--- config.mk ---
export PLATFORM = sky130hd
export DESIGN_NAME = usb_host_watch
export DESIGN_NICKNAME = d
export VERILOG_FILES = /design/src/rtl/host_watch_pkg.sv /design/src/rtl/host_wd_timer.sv /design/src/rtl/host_brk_edge.sv /design/src/rtl/usb_host_watch.sv
export SDC_FILE = /design/constraint.sdc
export NUM_CORES = 1
export LEC_CHECK = 0
export BUFFER_PORTS_ARGS = -buffer_cell sky130_fd_sc_hd__buf_2
export CAP_MARGIN = 10
export CORE_MARGIN = 5
export CORE_UTILIZATION = 35
export DETAILED_ROUTE_END_ITERATION = 10
export GPL_TIMING_DRIVEN = 0
export SKIP_CTS_REPAIR_TIMING = 1
export SLEW_MARGIN = 20
export SYNTH_ARGS = -nofsm -noshare
export SYNTH_HDL_FRONTEND = slang
export SYNTH_SLANG_ARGS = --single-unit
export TNS_END_PERCENT = 5
--- constraint.sdc ---
create_clock -name clk -period 2.1 [get_ports clk]
set_input_delay 0.315 -clock clk [delete_from_list [all_inputs] [get_ports clk]]
set_output_delay 0.315 -clock clk [all_outputs]
set_load 0.02 [all_outputs]
--- src/rtl/host_watch_pkg.sv ---
package host_watch_pkg;
    localparam int unsigned FRAME_BITS = 11;
    localparam int unsigned NUM_WIN    = 2;
    localparam int unsigned WIN_SHORT  = 0;
    localparam int unsigned WIN_LONG   = 1;
    localparam int unsigned STAT_BITS  = 16;
    localparam int unsigned STAT_TOUT  = 14;
    localparam int unsigned STAT_LOST  = 15;

    typedef logic [FRAME_BITS-1:0] frame_t;

    typedef struct packed {
        frame_t frame;
    } frame_state_t;

    typedef struct packed {
        logic cond;
        logic irq;
    } brk_state_t;
endpackage

--- src/rtl/host_wd_timer.sv ---
module host_wd_timer #(
    parameter int unsigned LIMIT = 2048
) (
    input  logic clk,
    input  logic rst_n,
    input  logic clear,
    input  logic tick,
    output logic expired
);
    localparam int unsigned CW = $clog2(LIMIT + 1);

    typedef struct packed {
        logic [CW-1:0] cnt;
        logic          hit;
    } tmr_t;

    tmr_t tmr_d, tmr_q;

    always_comb begin
        tmr_d = tmr_q;
        if (clear) begin
            tmr_d = '0;
        end else if (tick && !tmr_q.hit) begin
            tmr_d.cnt = tmr_q.cnt + CW'(1);
            if (tmr_d.cnt == CW'(LIMIT)) begin
                tmr_d.hit = 1'b1;
            end
        end
    end

    always_ff @(posedge clk) begin
        if (!rst_n) tmr_q <= '0;
        else        tmr_q <= tmr_d;
    end

    assign expired = tmr_q.hit;
endmodule

--- src/rtl/host_brk_edge.sv ---
module host_brk_edge
    import host_watch_pkg::*;
(
    input  logic       clk,
    input  logic       rst_n,
    input  logic       vbus_ok,
    input  logic [1:0] lvl,
    input  logic       lost,
    input  logic       tout,
    output logic       irq
);
    brk_state_t brk_d, brk_q;

    always_comb begin
        brk_d      = brk_q;
        brk_d.cond = !vbus_ok || ((lvl == 2'd0) ? lost : tout);
        brk_d.irq  = brk_d.cond && !brk_q.cond;
    end

    always_ff @(posedge clk) begin
        if (!rst_n) brk_q <= '0;
        else        brk_q <= brk_d;
    end

    assign irq = brk_q.irq;
endmodule

--- src/rtl/usb_host_watch.sv ---
module usb_host_watch
    import host_watch_pkg::*;
#(
    parameter int unsigned SHORT_US = 2048,
    parameter int unsigned LONG_US  = 1000000
) (
    input  logic                  clk,
    input  logic                  rst_n,
    input  logic                  sof_pulse,
    input  logic [FRAME_BITS-1:0] sof_frame,
    input  logic                  vbus_sense,
    input  logic                  tick_us,
    input  logic [1:0]            brk_lvl,
    output logic [FRAME_BITS-1:0] frame_idx,
    output logic                  host_lost,
    output logic                  host_timeout,
    output logic                  brk_irq,
    output logic [STAT_BITS-1:0]  usb_status
);
    logic [NUM_WIN-1:0] win_hit;

    for (genvar w = 0; w < NUM_WIN; w++) begin : g_win
        localparam int unsigned LIM = (w == WIN_SHORT) ? SHORT_US : LONG_US;
        host_wd_timer #(.LIMIT(LIM)) u_tmr (
            .clk     (clk),
            .rst_n   (rst_n),
            .clear   (sof_pulse),
            .tick    (tick_us),
            .expired (win_hit[w])
        );
    end

    frame_state_t fr_d, fr_q;

    always_comb begin
        fr_d = fr_q;
        if (sof_pulse) fr_d.frame = sof_frame;
    end

    always_ff @(posedge clk) begin
        if (!rst_n) fr_q <= '0;
        else        fr_q <= fr_d;
    end

    host_brk_edge u_brk (
        .clk     (clk),
        .rst_n   (rst_n),
        .vbus_ok (vbus_sense),
        .lvl     (brk_lvl),
        .lost    (win_hit[WIN_SHORT]),
        .tout    (win_hit[WIN_LONG]),
        .irq     (brk_irq)
    );

    assign frame_idx    = fr_q.frame;
    assign host_lost    = win_hit[WIN_SHORT];
    assign host_timeout = win_hit[WIN_LONG];

    always_comb begin
        usb_status                   = '0;
        usb_status[FRAME_BITS-1:0]   = fr_q.frame;
        usb_status[STAT_TOUT]        = win_hit[WIN_LONG];
        usb_status[STAT_LOST]        = win_hit[WIN_SHORT];
    end
endmodule

==> results of run 1 <==
cells by family after synthesis:
kind of cell             count (synthesis)  share of synthesized area
multiplexers                            14                     0.0543
buffers and inverters                   38                     0.0909
AND/OR/NAND/NOR                        141                      0.293
adder cells (fa/ha/maj)                  2                    0.00961
AO/OA/AOI/OAI                           32                     0.0812
flip-flops                              47                      0.362
other                                    1                    0.00144
XOR/XNOR                                32                      0.108
final timing paths:
path | from | to
setup / recovery | g_win[1].u_tmr.tmr_q[10] | g_win[1].u_tmr.expired
hold / removal | vbus_sense | u_brk.brk_q[1]
setup reg to reg | g_win[1].u_tmr.tmr_q[10] | g_win[1].u_tmr.expired
hold reg to reg | u_brk.brk_q[1] | u_brk.irq
cells in the mapped netlist, types with 3 or more instances:
master,n
nor4_1,6
nor3_1,10
o21ai_0,5
nand2b_1,5
clkbuf_1,7
xnor2_1,18
mux2i_1,13
nand3_1,8
or3_1,4
buf_2,5
nand4_1,10
inv_1,3
dfxtp_1,47
buf_4,17
nor2b_1,16
or4_1,3
a21oi_1,11
nand2_1,25
xor2_1,14
nor2_1,38
buf_6,3
a211oi_1,3
area by class of cell:
class / instances / area (um2)
Fill cell: 759 / 4130
Multi-Input combinational cell: 224 / 1450
Sequential cell: 47 / 948
Timing Repair Buffer: 48 / 250
Buffer: 35 / 233
Tap cell: 99 / 124
Clock buffer: 5 / 68.8
Clock inverter: 2 / 37.5
Inverter: 3 / 11.3
power breakdown:
part / internal, W / switching (W) / total, W
logic: 0.0000735 / 0.0000962 / 0.000170
clock network: 0.000348 / 0.000315 / 0.000663
registers: 0.000906 / 0.0000115 / 0.000918
total: 0.00133 / 0.000422 / 0.00175
worst max-delay path, cell delays in order, from the launching register on:
cell and delay (ps):
dfxtp_1 310, clkbuf_2 180, nand4_1 180, nor4_2 250, mux2_2 350, or4_1 550, o21ai_1 140
routing by layer:
layer / global-route usage / part of all wire / wire length [um] / up-vias
li1: - / - / - / 1151
met1: 0.154 / 0.48 / 2670 / 1012
met2: 0.213 / 0.46 / 2540 / 37
met3: 0.0297 / 0.037 / 203 / 9
met4: 0.0462 / 0.018 / 101 / 0
met5: 0 / 0 / 0 / -
metrics by stage:
stage                     instances  setup slack (ps)
after floorplan                 309               159
after global placement          452             -73.5
after detailed placement        452             -57.8
after CTS                       459             -92.5
after global routing            463              9.73
final                           463              77.0
registers in the layout, summed over array words and instances (netlist names):
register             flops
g_win.u_tmr.expired      2
frame_idx               11
u_brk.brk_q              1
g_win.u_tmr.tmr_q       32
u_brk.irq                1
==> results.py, run 1 <==
metrics = {
    "yosys": {
        "yosysWarnings": 0,
        "synth_area_um2": 2600,
        "synth_area_leader_cell": "dfxtp_1",
        "synth_top_area_frac": 0.362,
        "ys.flop_type": "dfxtp_1",
        "async_reset_ff_frac": 0,
        "synth-edff-count": 0,
        "post_synth_num_cell_types": 50,
        "yosysSeqAreaShare": 0.362,
        "yosys-top-cells-area": "dfxtp_1 (36%), xnor2_1 (6.1%), nor2_1 (5.5%)",
        "ys_ff_latch": 47,
        "synthCells": 307,
        "syn_avg_cell_area_um2": 8.48,
    },
    "final_layout": {
        "postLayoutCellArea_um2": 3120,
        "fin_util": 0.431,
        "syn_to_final_growth_pct": 20.0,
        "nets": 384,
        "layout_common_cells": "buf_2 (46), dfxtp_1 (45), nor2_1 (38)",
        "drive_above_1_share": 0.261,
        "num_antenna_cells": 0,
        "final_common_cell": "buf_2",
    },
    "global_route": {
        "grt_max_degree": 15,
        "overflow": 0,
        "grt_use_total": 0.126,
        "antenna_found_initial": 0,
        "grt_pass1_wl_um": 9230,
        "grt_pass1_vias": 2098,
    },
    "sta": {
        "holdWs_ps": 214,
        "tightest_slew_ps": 699,
        "fin_crit_sh": 0.963,
        "report.final.setup_viol": 0,
        "clock_skew_ps": 6.43,
        "clock.fmax_mhz": 494,
        "slew_violations": 0,
        "finalCriticalPeriod_ps": 2020,
        "hold_violations": 0,
        "rsz0062_at_grt": "no",
        "relSlewSlack": 0.534,
        "setup_tns_ps": 0,
    },
    "die": {
        "die_w_um": 96.2,
        "num_io_pins": 48,
        "rows": 31,
        "core_area_um2": 7250,
        "initial_core_util": 0.359,
        "die_h_um": 96.2,
        "die-area_um2": 9260,
    },
    "hold_path": {
        "hold_class": "primary input to register",
        "min_delay_path_depth": 2,
    },
    "setup_path": {
        "critPathKind": "register to register",
        "ff2ff_path_depth": 6,
        "startpoint_type": "register",
        "end_kind": "register",
        "r2r_slack_ps": 80,
        "crit_fanout": 7,
        "crit_required_ps": 2340,
        "critical_path_arrival_ps": 2260,
    },
    "pwr": {
        "ir_worst_vdd_uv": 354,
        "p_per_area_nw_per_um2": 560,
        "p_leak_nw": 1.19,
        "power_w": 0.00175,
    },
    "run_status": {
        "outcome": "completed",
    },
    "drt": {
        "dr.pass1.iters": 4,
        "antenna_left": 0,
        "via_per_inst": 4.77,
        "wirelength_um": 5520,
        "drcViolationCount": 0,
        "routedWlPerCell_um": 11.9,
        "drtIter0Drc": 111,
        "dr_total_vias": 2209,
    },
    "job": {
        "drv_cap": 0,
    },
    "placement": {
        "dpl_cell_area_um2": 2950,
        "io_buffers": 44,
        "place.gp.congestion": 0.829,
        "hpwlAfterDp_um": 4130,
    },
    "clock_network": {
        "numCtsBuffers": 5,
        "cts.sinks": 47,
        "cts_max_level": 2,
        "cts_buffer_depth": 2,
        "path_clk_slew_ps": 90,
        "clk_latency_ps": 300,
        "root_buffer": "clkbuf_8",
        "cts_tree": "yes",
    },
}
Power figures use the tool's default switching activity.
==> inputs of run 2 (changes only) <==
Settings changed: CAP_MARGIN 10 to not set, CELL_PAD_IN_SITES_DETAIL_PLACEMENT set to 1, CELL_PAD_IN_SITES_GLOBAL_PLACEMENT set to 1, PLACE_DENSITY_LB_ADDON set to 0.1.
==> run 2 against run 1 <==
Against the previous run: clock-buffer cell count did not move; sequential power about the same; die area unchanged; highest routed layer unchanged; utilization increased by 1.2 points; global-route usage grew 2.2 points; clock power decreased by 21%; critical endpoint unchanged; flip-flop and latch count did not move; critical path depth unchanged; clock skew fell by 0.66 ps; combinational power grew 4%; hold slack improved by 9.1 ps; cell count up 2.4%.
==> results.py, run 2 (synthesized netlist as in run 1, its figures left out) <==
metrics = {
    "global_route": {
        "grt_use_total": 0.148,
        "overflow": 0,
        "grt_pass1_wl_um": 10800,
        "antenna_found_initial": 0,
        "grt_max_degree": 14,
        "grt_pass1_vias": 2291,
    },
    "final_layout": {
        "postLayoutCellArea_um2": 3210,
        "layout_common_cells": "buf_2 (45), dfxtp_1 (43), nor2_1 (38)",
        "num_antenna_cells": 0,
        "register_area_um2": 951,
        "nets": 396,
        "largest_reg_flops": 32,
        "multiInputGateArea_um2": 1470,
        "final_cells": 474,
        "syn_to_final_growth_pct": 23.3,
        "final_common_cell": "buf_2",
        "regMostFlops": "g_win.u_tmr.tmr_q",
        "fill_cells": 921,
        "drive_above_1_share": 0.291,
    },
    "placement": {
        "place.gp.congestion": 0.792,
        "hpwlAfterDp_um": 4770,
        "dpl_cell_area_um2": 2950,
        "placedCellCount": 452,
        "io_buffers": 44,
    },
    "clock_network": {
        "cts_tree": "yes",
        "cts_buffer_depth": 2,
        "path_clk_slew_ps": 90,
        "clk_latency_ps": 300,
        "cts.sinks": 47,
        "numCtsBuffers": 5,
        "root_buffer": "clkbuf_8",
        "cts_max_level": 2,
    },
    "die": {
        "rows": 31,
        "die-area_um2": 9260,
        "initial_core_util": 0.359,
        "die_h_um": 96.2,
        "num_io_pins": 48,
        "core_area_um2": 7250,
        "die_w_um": 96.2,
    },
    "drt": {
        "drcViolationCount": 0,
        "dr.pass1.iters": 4,
        "drtIter0Drc": 38,
        "routedWlPerCell_um": 13.7,
        "wirelength_um": 6490,
        "dr_total_vias": 2301,
        "via_per_inst": 4.85,
        "antenna_left": 0,
    },
    "setup_path": {
        "critPathKind": "register to register",
        "critical_path_arrival_ps": 2240,
        "end_kind": "register",
        "startpoint_type": "register",
        "crit_fanout": 7,
        "crit_required_ps": 2330,
    },
    "run_status": {
        "outcome": "completed",
    },
    "sta": {
        "slew_violations": 0,
        "setup_tns_ps": 0,
        "fin_crit_sh": 0.955,
        "finalCriticalPeriod_ps": 2000,
        "tightest_slew_ps": 746,
        "clock_skew_ps": 5.77,
        "relSlewSlack": 0.502,
        "report.final.setup_viol": 0,
        "clock.fmax_mhz": 499,
        "hold_violations": 0,
    },
    "pwr": {
        "pwr-share-seq": 0.569,
        "internal_power_w": 0.00120,
        "power_w": 0.00162,
        "swShare": 0.255,
        "p_comb_frac": 0.109,
        "p_sw_w": 0.000412,
        "ir_worst_vdd_uv": 287,
        "p_leak_nw": 1.27,
        "p_clk_frac": 0.322,
        "p_per_area_nw_per_um2": 504,
    },
    "hold_path": {
        "hold_class": "primary input to register",
    },
    "job": {
        "drv_cap": 0,
    },
}
-- run 2: power by group through the flow --
| stage | Sequential [W] | Combinational, W | Clock [W] |
|---|---|---|---|
| 6_report | 0.000920 | 0.000176 | 0.000521 |
| 3_3_place_gp | 0.000943 | 0.000168 | 0 |
| 5_1_grt | 0.000923 | 0.000192 | 0.000585 |
| 4_1_cts | 0.000923 | 0.000173 | 0.000555 |
| 3_5_place_dp | 0.000943 | 0.000172 | 0 |
| 2_1_floorplan | 0.000957 | 0.0000944 | 0 |
-- run 2: final timing paths --
check / end / depth (start not counted) / start / slack [ps]
worst max-delay path: g_win[1].u_tmr.expired / 6 / g_win[1].u_tmr.tmr_q[9] / 100
worst min-delay path: u_brk.brk_q[1] / 2 / vbus_sense / 220
worst min register to register: u_brk.irq / 1 / u_brk.brk_q[1] / 390
worst max register to register: g_win[1].u_tmr.expired / 6 / g_win[1].u_tmr.tmr_q[9] / 100
-- run 2: final cells by class --
| class | count | area share |
|---|---|---|
| buffer | 35 | 0.0741 |
| multi-input combinational | 224 | 0.457 |
| clock inverter | 1 | 0.00234 |
| tap | 99 | 0.0386 |
| clock buffer | 5 | 0.0215 |
| sequential | 47 | 0.296 |
| timing repair buffer | 60 | 0.106 |
| inverter | 3 | 0.00351 |
-- run 2: worst max-delay path, cell delays in order (launching register included) --
cell and delay (ps):
dfxtp_1 320, clkbuf_4 170, nand4_1 240, nor4_4 230, mux2_4 320, or4_4 530
o21ai_1 130
-- run 2: per-layer routing --
metal,vias to the layer above,GRT usage,share of wire
li1,1176,-,-
met1,1083,0.196,0.49
met2,34,0.236,0.46
met3,8,0.0328,0.032
met4,0,0.0521,0.016
met5,-,0,0
-- run 2: per-stage QoR --
stage	worst slack, ps	hold slack (ps)	util
after floorplan	159	367	-
after global placement	-148	374	0.407
after detailed placement	-135	381	0.407
after CTS	-157	221	0.418
after global routing	-4.16	227	0.442
final	95.5	223	0.442
